## config.mk

```make
export PLATFORM = sky130hd
export DESIGN_NAME = dfsa_engine
export DESIGN_NICKNAME = d
export VERILOG_FILES = /design/src/rtl/dfsa_pkg.sv /design/src/rtl/dfsa_stack.sv /design/src/rtl/dfsa_best.sv /design/src/rtl/dfsa_engine.sv
export SDC_FILE = /design/constraint.sdc
export NUM_CORES = 1
export LEC_CHECK = 0
export BUFFER_PORTS_ARGS = -buffer_cell sky130_fd_sc_hd__clkbuf_2
export CAP_MARGIN = 0
export CORE_MARGIN = 2
export CORE_UTILIZATION = 35
export CTS_BUF_LIST = sky130_fd_sc_hd__clkbuf_4
export CTS_CLUSTER_DIAMETER = 200
export DETAILED_ROUTE_END_ITERATION = 12
export GPL_TIMING_DRIVEN = 0
export HOLD_SLACK_MARGIN = 0.03
export PLACE_DENSITY = 0.54
export SYNTH_ARGS = -nofsm -noshare
export SYNTH_HDL_FRONTEND = slang
export SYNTH_SLANG_ARGS = --single-unit
```

## constraint.sdc

```tcl
create_clock -name clk -period 8.6 [get_ports clk]
set_input_delay 2.58 -clock clk [delete_from_list [all_inputs] [get_ports clk]]
set_output_delay 2.58 -clock clk [all_outputs]
set_load 0.05 [all_outputs]
```

## src/rtl/dfsa_pkg.sv

```systemverilog
`timescale 1ns/1ps
package dfsa_pkg;

    typedef enum logic [2:0] {
        ST_IDLE,
        ST_LAUNCH,
        ST_COLLECT,
        ST_RETREAT,
        ST_DONE
    } dfsa_state_t;

    typedef enum logic [1:0] {
        STK_HOLD,
        STK_PUSH,
        STK_FLIP,
        STK_POP
    } stk_op_t;

endpackage

```

## src/rtl/dfsa_stack.sv

```systemverilog
`timescale 1ns/1ps
// Decision chain: one entry per allocated spare, with coverage lookup.
module dfsa_stack
    import dfsa_pkg::*;
#(
    parameter int NR    = 2,
    parameter int NC    = 2,
    parameter int RW    = 4,
    parameter int CW    = 4,
    parameter int EW    = 3,
    parameter int TOT   = NR + NC,
    parameter int DW    = $clog2(TOT + 2)
) (
    input  logic                     clk,
    input  logic                     rst_n,
    input  logic                     clr,
    input  stk_op_t                  op,
    input  logic [RW-1:0]            in_row,
    input  logic [CW-1:0]            in_col,
    input  logic [EW-1:0]            in_elem,
    input  logic                     in_is_col,
    input  logic [RW-1:0]            q_row,
    input  logic [CW-1:0]            q_col,
    output logic                     covered,
    output logic [DW-1:0]            depth,
    output logic [DW-1:0]            rows_used,
    output logic [DW-1:0]            cols_used,
    output logic [EW-1:0]            top_elem,
    output logic                     top_is_col,
    output logic [TOT-1:0][RW-1:0]   stk_row,
    output logic [TOT-1:0][CW-1:0]   stk_col,
    output logic [TOT-1:0]           stk_is_col
);

    logic [TOT-1:0][EW-1:0] stk_elem;

    // A fault is covered when any live entry spares its row or its column.
    always_comb begin
        covered = 1'b0;
        for (int i = 0; i < TOT; i++) begin
            if (i < int'(depth)) begin
                if (stk_is_col[i] && stk_col[i] == q_col) covered = 1'b1;
                if (!stk_is_col[i] && stk_row[i] == q_row) covered = 1'b1;
            end
        end
    end

    always_comb begin
        top_elem   = '0;
        top_is_col = 1'b0;
        for (int i = 0; i < TOT; i++) begin
            if (i + 1 == int'(depth)) begin
                top_elem   = stk_elem[i];
                top_is_col = stk_is_col[i];
            end
        end
    end

    always_ff @(posedge clk or negedge rst_n) begin
        if (!rst_n) begin
            depth      <= '0;
            rows_used  <= '0;
            cols_used  <= '0;
            stk_row    <= '0;
            stk_col    <= '0;
            stk_elem   <= '0;
            stk_is_col <= '0;
        end else if (clr) begin
            depth      <= '0;
            rows_used  <= '0;
            cols_used  <= '0;
            stk_row    <= '0;
            stk_col    <= '0;
            stk_elem   <= '0;
            stk_is_col <= '0;
        end else begin
            unique case (op)
                STK_HOLD: ;
                STK_PUSH: begin
                    for (int i = 0; i < TOT; i++) begin
                        if (i == int'(depth)) begin
                            stk_row[i]    <= in_row;
                            stk_col[i]    <= in_col;
                            stk_elem[i]   <= in_elem;
                            stk_is_col[i] <= in_is_col;
                        end
                    end
                    depth <= depth + DW'(1);
                    if (in_is_col) cols_used <= cols_used + DW'(1);
                    else           rows_used <= rows_used + DW'(1);
                end
                STK_FLIP: begin
                    for (int i = 0; i < TOT; i++) begin
                        if (i + 1 == int'(depth)) stk_is_col[i] <= 1'b1;
                    end
                    rows_used <= rows_used - DW'(1);
                    cols_used <= cols_used + DW'(1);
                end
                STK_POP: begin
                    depth <= depth - DW'(1);
                    if (top_is_col) cols_used <= cols_used - DW'(1);
                    else            rows_used <= rows_used - DW'(1);
                end
            endcase
        end
    end

endmodule

```

## src/rtl/dfsa_best.sv

```systemverilog
`timescale 1ns/1ps
// Holds the smallest complete repair found so far, packed into row/column lists.
module dfsa_best #(
    parameter int NR    = 2,
    parameter int NC    = 2,
    parameter int RW    = 4,
    parameter int CW    = 4,
    parameter int TOT   = NR + NC,
    parameter int DW    = $clog2(TOT + 2),
    parameter int RCW   = $clog2(NR + 1),
    parameter int CCW   = $clog2(NC + 1)
) (
    input  logic                     clk,
    input  logic                     rst_n,
    input  logic                     clr,
    input  logic                     capture,
    input  logic [DW-1:0]            depth,
    input  logic [TOT-1:0][RW-1:0]   stk_row,
    input  logic [TOT-1:0][CW-1:0]   stk_col,
    input  logic [TOT-1:0]           stk_is_col,
    output logic [DW-1:0]            best_cnt,
    output logic                     best_valid,
    output logic [NR*RW-1:0]         best_rows,
    output logic [RCW-1:0]           best_row_cnt,
    output logic [NC*CW-1:0]         best_cols,
    output logic [CCW-1:0]           best_col_cnt
);

    localparam logic [DW-1:0] NO_BEST = DW'(TOT + 1);

    logic [NR*RW-1:0] rows_n;
    logic [NC*CW-1:0] cols_n;
    int               rn_c;
    int               cn_c;

    always_comb begin
        rows_n = '0;
        cols_n = '0;
        rn_c   = 0;
        cn_c   = 0;
        for (int i = 0; i < TOT; i++) begin
            if (i < int'(depth)) begin
                if (stk_is_col[i]) begin
                    if (cn_c < NC) cols_n[cn_c*CW +: CW] = stk_col[i];
                    cn_c = cn_c + 1;
                end else begin
                    if (rn_c < NR) rows_n[rn_c*RW +: RW] = stk_row[i];
                    rn_c = rn_c + 1;
                end
            end
        end
    end

    always_ff @(posedge clk or negedge rst_n) begin
        if (!rst_n) begin
            best_cnt     <= NO_BEST;
            best_valid   <= 1'b0;
            best_rows    <= '0;
            best_cols    <= '0;
            best_row_cnt <= '0;
            best_col_cnt <= '0;
        end else if (clr) begin
            best_cnt     <= NO_BEST;
            best_valid   <= 1'b0;
            best_rows    <= '0;
            best_cols    <= '0;
            best_row_cnt <= '0;
            best_col_cnt <= '0;
        end else if (capture) begin
            best_cnt     <= depth;
            best_valid   <= 1'b1;
            best_rows    <= rows_n;
            best_cols    <= cols_n;
            best_row_cnt <= RCW'(rn_c);
            best_col_cnt <= CCW'(cn_c);
        end
    end

endmodule

```

## src/rtl/dfsa_engine.sv

```systemverilog
`timescale 1ns/1ps
// Depth-first spare allocation: top-level control.
module dfsa_engine
    import dfsa_pkg::*;
#(
    parameter int NR     = 2,
    parameter int NC     = 2,
    parameter int ROW_W  = 4,
    parameter int COL_W  = 4,
    parameter int ELEM_W = 3
) (
    input  logic                          clk,
    input  logic                          rst_n,
    input  logic                          start,
    input  logic                          fault_valid,
    input  logic [ROW_W-1:0]              fault_row,
    input  logic [COL_W-1:0]              fault_col,
    input  logic [ELEM_W-1:0]             fault_elem,
    input  logic                          test_done,
    output logic                          restart_req,
    output logic [ELEM_W-1:0]             restart_elem,
    output logic                          done,
    output logic                          not_repairable,
    output logic [NR*ROW_W-1:0]           best_rows,
    output logic [$clog2(NR+1)-1:0]       best_row_cnt,
    output logic [NC*COL_W-1:0]           best_cols,
    output logic [$clog2(NC+1)-1:0]       best_col_cnt
);

    localparam int TOT = NR + NC;
    localparam int DW  = $clog2(TOT + 2);
    localparam logic [DW-1:0] NR_L = DW'(NR);
    localparam logic [DW-1:0] NC_L = DW'(NC);

    dfsa_state_t state, state_n;
    logic [ELEM_W-1:0] launch_elem, launch_n;

    stk_op_t                  op;
    logic                     clr;
    logic                     capture;
    logic                     new_is_col;
    logic                     covered;
    logic [DW-1:0]            depth, rows_used, cols_used, best_cnt;
    logic [ELEM_W-1:0]        top_elem;
    logic                     top_is_col;
    logic [TOT-1:0][ROW_W-1:0] stk_row;
    logic [TOT-1:0][COL_W-1:0] stk_col;
    logic [TOT-1:0]           stk_is_col;
    logic                     best_valid;

    logic row_free, col_free, bound_ok, can_flip;

    dfsa_stack #(
        .NR(NR), .NC(NC), .RW(ROW_W), .CW(COL_W), .EW(ELEM_W)
    ) u_stack (
        .clk        (clk),
        .rst_n      (rst_n),
        .clr        (clr),
        .op         (op),
        .in_row     (fault_row),
        .in_col     (fault_col),
        .in_elem    (fault_elem),
        .in_is_col  (new_is_col),
        .q_row      (fault_row),
        .q_col      (fault_col),
        .covered    (covered),
        .depth      (depth),
        .rows_used  (rows_used),
        .cols_used  (cols_used),
        .top_elem   (top_elem),
        .top_is_col (top_is_col),
        .stk_row    (stk_row),
        .stk_col    (stk_col),
        .stk_is_col (stk_is_col)
    );

    dfsa_best #(
        .NR(NR), .NC(NC), .RW(ROW_W), .CW(COL_W)
    ) u_best (
        .clk          (clk),
        .rst_n        (rst_n),
        .clr          (clr),
        .capture      (capture),
        .depth        (depth),
        .stk_row      (stk_row),
        .stk_col      (stk_col),
        .stk_is_col   (stk_is_col),
        .best_cnt     (best_cnt),
        .best_valid   (best_valid),
        .best_rows    (best_rows),
        .best_row_cnt (best_row_cnt),
        .best_cols    (best_cols),
        .best_col_cnt (best_col_cnt)
    );

    assign row_free = rows_used < NR_L;
    assign col_free = cols_used < NC_L;
    assign bound_ok = (depth + DW'(1)) < best_cnt;
    assign can_flip = !top_is_col && col_free && (depth < best_cnt);

    // State register
    always_ff @(posedge clk or negedge rst_n) begin
        if (!rst_n) begin
            state       <= ST_IDLE;
            launch_elem <= '0;
        end else begin
            state       <= state_n;
            launch_elem <= launch_n;
        end
    end

    // Transitions and datapath control
    always_comb begin
        state_n    = state;
        launch_n   = launch_elem;
        op         = STK_HOLD;
        clr        = 1'b0;
        capture    = 1'b0;
        new_is_col = 1'b0;
        unique case (state)
            ST_IDLE, ST_DONE: begin
                if (start) begin
                    clr      = 1'b1;
                    launch_n = '0;
                    state_n  = ST_LAUNCH;
                end
            end
            ST_LAUNCH: begin
                state_n = ST_COLLECT;
            end
            ST_COLLECT: begin
                if (fault_valid && !covered) begin
                    if (!bound_ok) begin
                        state_n = ST_RETREAT;
                    end else if (row_free) begin
                        op = STK_PUSH;
                    end else if (col_free) begin
                        op         = STK_PUSH;
                        new_is_col = 1'b1;
                    end else begin
                        state_n = ST_RETREAT;
                    end
                end else if (!fault_valid && test_done) begin
                    capture = 1'b1;
                    state_n = ST_RETREAT;
                end
            end
            ST_RETREAT: begin
                if (depth == '0) begin
                    state_n = ST_DONE;
                end else if (can_flip) begin
                    op       = STK_FLIP;
                    launch_n = top_elem;
                    state_n  = ST_LAUNCH;
                end else begin
                    op = STK_POP;
                end
            end
            default: state_n = ST_IDLE;
        endcase
    end

    // Outputs
    always_comb begin
        restart_req    = (state == ST_LAUNCH);
        restart_elem   = launch_elem;
        done           = (state == ST_DONE);
        not_repairable = (state == ST_DONE) && !best_valid;
    end

endmodule

```

==> flow_summary.toml, run 1 <==
[outcome]
status = "finished clean"

[detailed_routing]
viasPerCell = 5.291
ant_nets = 0
drtIter0Drc = 329
first_pass_iters = 5
wl_microns = 15100
vias = 4603
avgRoutedWirePerCell_microns = 17.35
drc_errors = 0

[pwr]
powerDensity_nw_per_um2 = 277.0
power_w = 0.001716
power.leakage_nw = 3.071
irDropWorstVdd_mv = 0.1031

[synthesis]
synth_edf_count = 0
synth-seq-cells = 87
synthesis.area_sq_um = 5618
postSynthAreaPerCell_sq_um = 9.317
synth.net_count = 643
synthArstFlopShare_pct = 100.0
synth.yosys.seq_area_share_pct = 38.80
synthCells = 603
synth_flop_cell = "dfrtp_1"
ys_types = 65
ys_warn_count = 0

[finish]
drive_gt1_share_pct = 13.02
area_growth_pct = 10.29
layout_common_cells = "85 x dfrtp_1, 68 x nor2_1, 54 x mux2i_1"
layout.nets = 688
layout_commonest_cell = "dfrtp_1"

[grt]
overflow = 0
grt_usage_pct = 18.81
antenna_found_initial = 1
grt_pass1_vias = 4486
grt_max_degree = 49
grt_pass1_wl_microns = 24420

[setup_path]
worstPathRequired_ps = 8930
path_class = "in2reg"
end_kind = "flip-flop"
slowest_delay_ps = 650
slowest_stage = "nor3_1"
path_cells = "buf_2 > xnor2_1 > nand3_1 > nor3_1 > nor4b_4 > nand3_1 > buf_2 > mux2i_1 > nor2_1"
start_kind = "input pin"
arrival_ps = 4830
cp_max_fo = 10

[floorplan]
die_w_microns = 130.7
dieArea_sq_um = 17080
io_pins = 42
die_y_microns = 130.7
start_util_pct = 35.62
std_cell_rows = 46
core_area_sq_um = 15770

[timing]
slew_headroom_pct = 43.47
setup_tns_ps = 0
finalSetupViolations = 0
rsz0062_at_grt = "false"
maxSlewViolCount = 0
final_hold_viol_count = 0
final.period_utilization_pct = 52.29
clock.fmax_ghz = 0.2224
skew_ps = 17.02
period_minus_slack_ps = 4497
worst_slew_pin_slew_ps = 841.4

[clock_network]
clock-sinks = 87
cts_hold_buf = 0
clk_pin_slew_ps = 140
cts_buffers = 9
ctsRootBufferMaster = "clkbuf_4"
clk_latency_ps = 470
cts_resized = 0
tritoncts = "yes"
htreeDepth = 3
cts_buffer_depth = 2
cts_setup_buffers = 0

[worst_hold_path]
min_path_type = "reg2reg"

[place]
gp_congestion = 0.8591
port_buffers = 33
place_hpwl_microns = 11870

[job]
cap_violations = 0
-- cells by family (layout without fill, tap and decap cells) --
| kind of cell | after synthesis | in the layout | share of synthesized area (%) |
|---|---|---|---|
| buffers and inverters | 62 | 112 | 4.499 |
| AOI/OAI and AO/OA | 127 | 127 | 15.90 |
| muxes | 61 | 61 | 11.02 |
| DFF | 87 | 87 | 38.80 |
| other | 0 | 1 | 0 |
| and+or+nand+nor | 203 | 203 | 17.95 |
| adders and majority gates | 24 | 24 | 5.612 |
| xor gates and xnor gates | 39 | 39 | 6.214 |
-- layer usage --
layer / track usage (%) / up-vias / part of all wire, %
met2: 29.35 / 98 / 46
met3: 2.524 / 14 / 3.5
met1: 27.08 / 2255 / 49
met5: 0 / - / 0
met4: 6.195 / 0 / 1.5
li1: - / 2236 / -
-- area by class of cell --
type / count / area [sq um]
Fill cell: 1668 / 9574
Multi-Input combinational cell: 454 / 3186
Sequential cell: 87 / 2180
Tap cell: 216 / 270.3
Timing Repair Buffer: 34 / 187.7
Buffer: 35 / 151.4
Inverter: 27 / 101.3
Clock buffer: 9 / 67.56
Clock inverter: 7 / 50.05
Antenna cell: 1 / 2.502
-- synthesized netlist by cell type (all sizes together) (16+ instances only) --
library cell	n	area share, %
nor3	16	1.6
xnor2	28	4.5
nand2	31	2.1
dfrtp	85	38
nand3	29	2.6
o21ai	41	3.7
ha	22	4.9
clkbuf	18	1.2
inv	26	1.7
mux2i	54	9.6
nor2	68	4.5
buf	17	1.5
-- worst paths after layout --
| path | startpoint | endpoint | slack [ps] | cells past startpoint |
|---|---|---|---|---|
| max in group asynchronous | rst_n | u_best.best_cols[1] | 5750 | 2 |
| hold / removal | restart_elem[2] | restart_elem[2] | 500 | 2 |
| hold reg to reg | restart_elem[2] | restart_elem[2] | 500 | 2 |
| min in group asynchronous | rst_n | restart_elem[2] | 2170 | 1 |
| setup reg to reg | u_stack.stk_is_col[0] | u_best.best_cols[2] | 4570 | 15 |
| setup / recovery | fault_col[3] | u_stack.stk_col[14] | 4100 | 9 |
-- critical path: cells and delay by family --
family / cells / cell delay [ps]
XOR/XNOR: 1 / 140
buffers and inverters: 2 / 610
multiplexers: 1 / 240
AND/OR/NAND/NOR: 5 / 1230
-- metrics by stage --
stage / worst slack [ps] / std cells / hold WS (ps) / cell area [sq um] / util, %
after global routing: 3905 / 870 / 541.7 / 6196 / 39.29
after floorplan: 4130 / 603 / 468.8 / 5618 / -
after global placement: 3575 / 852 / 481.4 / 6053 / 38.38
final: 4103 / 870 / 498.4 / 6196 / 39.29
after CTS: 4075 / 869 / 505.8 / 6193 / 39.27
after detailed placement: 3556 / 853 / 473.6 / 6076 / 38.53
-- where the power goes --
part,leakage (nW),internal (W),switching [W],total [W]
Combinational,1.83,0.000331,0.000598,0.000929
Sequential,1.18,0.000492,0.0000901,0.000582
Clock,0.0595,0.0000591,0.000146,0.000205
Total,3.07,0.000882,0.000834,0.00172
-- state kept, by name, indices dropped and copies added (netlist names), 2 cells and up --
signal	cells
restart_elem	3
state	3
u_best.best_cnt	3
u_best.best_col_cnt	2
u_best.best_cols	8
u_best.best_row_cnt	2
u_best.best_rows	8
u_stack.cols_used	3
u_stack.depth	3
u_stack.rows_used	3
u_stack.stk_col	16
u_stack.stk_elem	12
u_stack.stk_is_col	4
u_stack.stk_row	16
Note: power is estimated with default switching activity, not from simulation.
==> run 2, diff against run 1 <==
- PLACE_DENSITY: 0.54 -> 0.56
- clock period: 8.6 -> 4 ns (I/O delays scaled with it)
==> flow_summary.toml, run 2 (synthesized netlist as in run 1, its figures left out) <==
[job]
cap_violations = 0

[setup_path]
path_class = "reg2reg"
cp.depth = 17
path_cells = "buf_2 > nor3_4 > nor2_2 > ha_1 > a21oi_4 > inv_1 > ha_1 > inv_1 > a21oi_1 > ha_1 > inv_1 > ha_1 > buf_1 > nor3_1 > nand3_2 > mux2i_1 > o21ai_0"
reg2reg_from = "u_stack.depth[0]"
setup.worst_path.start = "u_stack.depth[0]"
start_kind = "flip-flop"
worstPathRequired_ps = 4360
arrival_ps = 4070
crit_family = "adder cells"
crit_path_end = "u_best.best_rows[3]"
crit_top_cell = "ha_1"
ff2ff_path_depth = 17
slowest_stage = "dfrtp_1"
slowest_delay_ps = 430
end_kind = "flip-flop"
critPathBufInv = 5
cp_max_fo = 9
r2r-end = "u_best.best_rows[3]"
regToRegSetupSlack_ps = 290

[pwr]
swShare_pct = 48.28
irDropWorstVdd_mv = 0.2268
p_switching_w = 0.001850
powerDensity_nw_per_um2 = 611.0
power.leakage_nw = 3.098
p_clk_share_pct = 13.4
internal-power_w = 0.001982
pwr-share-seq_pct = 32.8
p_comb_share_pct = 53.8

[finish]
layout_common_cells = "83 x dfrtp_1, 66 x nor2_1, 54 x mux2i_1"
layout_commonest_cell = "dfrtp_1"
multi_input_area_sq_um = 3227
fillers = 1645
finalInstanceArea_sq_um = 6271
regArea_sq_um = 2182
area_growth_pct = 11.63
drive_gt1_share_pct = 13.91
reg_top3 = "u_stack.stk_col (16), u_stack.stk_row (16), u_stack.stk_elem (12)"
layout.nets = 689

[grt]
grt_pass1_vias = 4656
antenna_found_initial = 1
overflow = 0
busiest_layer = "met2"
grt_use_met3_pct = 3.176
grt_max_degree = 48
grt_usage_pct = 19.12
grt_pass1_wl_microns = 24930
met1_usage_pct = 26.86
grt.met2_usage_pct = 30.09

[detailed_routing]
avgRoutedWirePerCell_microns = 17.71
ant_nets = 0
drtIter0Drc = 265
first_pass_iters = 6
vias = 4715
viasPerCell = 5.413
wl_microns = 15420
drc_errors = 0

[floorplan]
core_area_sq_um = 15770
die_w_microns = 130.7
std_cell_rows = 46
dieArea_sq_um = 17080
io_pins = 42
start_util_pct = 35.62
die_y_microns = 130.7

[timing]
final.period_utilization_pct = 92.82
final_hold_viol_count = 0
setup_slack_ps = 287.4
setup_tns_ps = 0
skew_ps = 13.62
clock.fmax_ghz = 0.2694
finalSetupViolations = 0
worst_slew_pin_slew_ps = 889.3
rsz0062_at_grt = "false"
slew_headroom_pct = 40.26
maxSlewViolCount = 0
period_minus_slack_ps = 3713

[clock_network]
cts_buffer_depth = 2
clk_pin_slew_ps = 140
tritoncts = "yes"
htreeDepth = 3
ctsRootBufferMaster = "clkbuf_4"
clk_latency_ps = 480
cts_buffers = 9
clock-sinks = 87

[place]
dpl_cell_area_sq_um = 6083
gp_congestion = 0.8721
place_ws_ps = 54.13
port_buffers = 33
place_hpwl_microns = 11870

[worst_hold_path]
whs_path_depth = 2
min_path_type = "reg2reg"

[outcome]
status = "finished clean"
-- run 2: final cells by class --
cell class | count | share of cell area (%)
Timing Repair Buffer | 36 | 3.352
Clock inverter | 7 | 0.9976
Inverter | 27 | 1.616
Sequential cell | 87 | 34.80
Antenna cell | 1 | 0.03990
Clock buffer | 9 | 1.077
Buffer | 34 | 2.354
Tap cell | 216 | 4.310
Multi-Input combinational cell | 454 | 51.46
-- run 2: metrics by stage --
step / hold slack, ps / util [%] / instances / power, W
after floorplan: 468.8 / - / 603 / 0.002742
after global placement: 479.1 / 38.38 / 852 / 0.003195
after detailed placement: 481.9 / 38.58 / 853 / 0.003259
after CTS: 513.7 / 39.40 / 869 / 0.003777
after global routing: 539.0 / 39.77 / 871 / 0.004150
final: 503.7 / 39.77 / 871 / 0.003831
-- run 2: power by group through the flow --
stage               Clock [W]  Sequential [W]  Combinational [W]
floorplan                   0         0.00126            0.00148
global placement            0         0.00126            0.00193
detailed placement          0         0.00127            0.00199
CTS                  0.000522         0.00125            0.00200
global route         0.000560         0.00128            0.00230
finish               0.000514         0.00126            0.00206
-- run 2: how the worst min path moves through the flow --
stage | start | endpoint
floorplan | u_best.best_cnt[1] | u_best.best_cnt[1]
global placement | u_best.best_row_cnt[1] | u_best.best_row_cnt[1]
detailed placement | restart_elem[0] | restart_elem[0]
CTS | restart_elem[0] | restart_elem[0]
global route | u_best.best_row_cnt[1] | u_best.best_row_cnt[1]
finish | restart_elem[0] | restart_elem[0]
-- run 2: worst reg2reg max path, cell delays in order (launching register included) --
cell,delay (ps)
dfrtp_1,430
buf_2,200
nor3_4,210
nor2_2,100
ha_1,350
a21oi_4,190
inv_1,90
ha_1,300
inv_1,80
a21oi_1,210
ha_1,190
inv_1,40
ha_1,260
buf_1,190
nor3_1,270
nand3_2,180
mux2i_1,210
o21ai_0,90
-- run 2: layer usage --
metal  up-vias  routed length [microns]
met2       114                     7000
met3        14                      718
met1      2346                     7426
met5         -                        0
met4         0                      277
li1       2241                        -
-- run 2: repair_timing --
item / CTS / global route
hold buffers: 0 / 0
setup buffers: 0 / 2
setup endpoints to repair: 0 / 9
endpoints found under the hold margin: 0 / 0
gates resized for setup: 0 / 11
==> run 3, diff against run 2 <==
- BUFFER_PORTS_ARGS: -buffer_cell sky130_fd_sc_hd__clkbuf_2 -> -buffer_cell sky130_fd_sc_hd__buf_2
- CORE_MARGIN: 2 -> default
==> flow_summary.toml, run 3 (synthesized netlist as in run 1, its figures left out) <==
[grt]
antenna_found_initial = 1
grt_pass1_wl_microns = 24550
overflow = 0
grt_usage_pct = 19.46
grt_max_degree = 61
grt_pass1_vias = 4568

[pwr]
internal-power_w = 0.002052
irDropWorstVdd_mv = 0.2144
swShare_pct = 47.33
power.leakage_nw = 3.139
p_switching_w = 0.001844
p_clk_share_pct = 14.8
pwr-share-seq_pct = 32.2
p_comb_share_pct = 53.0
powerDensity_nw_per_um2 = 618.1

[timing]
final.period_utilization_pct = 92.96
worst_slew_pin_slew_ps = 872.6
finalSetupViolations = 0
skew_ps = 21.83
period_minus_slack_ps = 3719
clock.fmax_ghz = 0.2689
slew_headroom_pct = 41.38
maxSlewViolCount = 0
setup_tns_ps = 0
rsz0062_at_grt = "false"
whs_ps = 504.3
final_hold_viol_count = 0

[setup_path]
reg2reg_from = "u_stack.depth[0]"
ff2ff_path_depth = 17
cp_max_fo = 9
crit_path_end = "u_best.best_rows[3]"
setup.worst_path.start = "u_stack.depth[0]"
regToRegSetupSlack_ps = 280
worstPathRequired_ps = 4330
r2r-end = "u_best.best_rows[3]"
arrival_ps = 4050
start_kind = "flip-flop"
end_kind = "flip-flop"
path_class = "reg2reg"

[floorplan]
start_util_pct = 36.42
die_w_microns = 128.7
io_pins = 42
std_cell_rows = 45
die_y_microns = 128.7
dieArea_sq_um = 16560
core_area_sq_um = 15430

[finish]
regArea_sq_um = 2181
fillers = 1589
layoutNonFillerInstCount = 867
layout_commonest_cell = "dfrtp_1"
reg_top3 = "u_stack.stk_col (16), u_stack.stk_row (16), u_stack.stk_elem (12)"
multi_input_area_sq_um = 3224
drive_gt1_share_pct = 14.50
area_growth_pct = 12.20
layout_common_cells = "84 x dfrtp_1, 66 x nor2_1, 54 x mux2i_1"
fin_util_pct = 40.86
layout.nets = 690

[clock_network]
htreeDepth = 3
clock-sinks = 87
cts_buffer_depth = 2
cts_buffers = 9
clk_latency_ps = 470
clk_pin_slew_ps = 140
ctsRootBufferMaster = "clkbuf_4"
cts_hold_buf = 0
tritoncts = "yes"

[detailed_routing]
first_pass_iters = 5
drtIter0Drc = 385
avgRoutedWirePerCell_microns = 17.53
ant_nets = 0
wl_microns = 15200
vias = 4685
viasPerCell = 5.404
drc_errors = 0

[place]
port_buffers = 33
place_hpwl_microns = 11680
gp_congestion = 0.8960
placedCellCount = 848

[job]
cap_violations = 0

[worst_hold_path]
min_path_type = "reg2reg"

[outcome]
status = "finished clean"
## run 3: changes by cell type in the layout (fill, tap and decap cells not counted), moves of 2 or more
cell      change
clkinv_1      -3
clkinv_4      +2
a21oi_2       +2
buf_2        +32
buf_4         +2
clkbuf_2     -32
## run 3: layout make-up
class / count / area share, %
diodes: 1 / 0.03970
plain buffers: 34 / 2.342
clock buffers: 9 / 1.072
clock inverters: 7 / 1.548
inverters: 27 / 1.608
multi-input cells: 454 / 51.15
flip-flops and latches: 87 / 34.60
well taps: 211 / 4.188
repair buffers: 37 / 3.454
## run 3: through the flow
| step | total power [W] | setup WS [ps] | area (sq um) |
|---|---|---|---|
| 2_1_floorplan | 0.002742 | 623.6 | 5618 |
| 3_3_place_gp | 0.003183 | 213.5 | 6047 |
| 3_5_place_dp | 0.003257 | 116.2 | 6077 |
| 4_1_cts | 0.003851 | 19.95 | 6242 |
| 5_1_grt | 0.004210 | 17.08 | 6304 |
| 6_report | 0.003896 | 281.4 | 6304 |
## run 3: layer usage
metal  vias up  track usage, %  share of wire (%)
met1      2274           27.46                 48
li1       2260               -                  -
met5         -               0                  0
met2       131           29.76                 44
met3        20           3.035                5.5
met4         0           7.820                2.4
## run 3: critical path: stages (launching register included)
cell and delay, ps:
dfrtp_1 420, buf_2 200, nor3_4 240, nor2_2 110, ha_1 350, a21oi_4 190, inv_1 80, ha_1 300
inv_1 80, a21oi_2 170, ha_1 160, inv_1 50, ha_1 250, buf_1 200, nor3_1 290, nand3_2 180
mux2i_1 220, o21ai_0 90
## run 3: how the worst min path moves through the flow
| stage | startpoint | endpoint | slack [ps] | depth (start not counted) |
|---|---|---|---|---|
| finish | restart_elem[1] | restart_elem[1] | 500 | 2 |
| global route | restart_elem[1] | restart_elem[1] | 530 | 2 |
| CTS | restart_elem[1] | restart_elem[1] | 510 | 2 |
| detailed placement | restart_elem[1] | restart_elem[1] | 480 | 2 |
| global placement | restart_elem[2] | restart_elem[2] | 480 | 2 |
| floorplan | u_best.best_cnt[1] | u_best.best_cnt[1] | 470 | 2 |
## run 3: power by group through the flow
| stage | logic, W | clock network [W] | registers (W) |
|---|---|---|---|
| detailed placement | 0.00199 | 0 | 0.00127 |
| global route | 0.00229 | 0.000634 | 0.00128 |
| floorplan | 0.00148 | 0 | 0.00126 |
| finish | 0.00206 | 0.000577 | 0.00126 |
| CTS | 0.00200 | 0.000600 | 0.00125 |
| global placement | 0.00193 | 0 | 0.00126 |
## run 3: what timing repair did
item | 4_1_cts | 5_1_grt
resized for setup | 0 | 11
endpoints found under the setup margin | 0 | 9
buffers inserted | 0 | 3
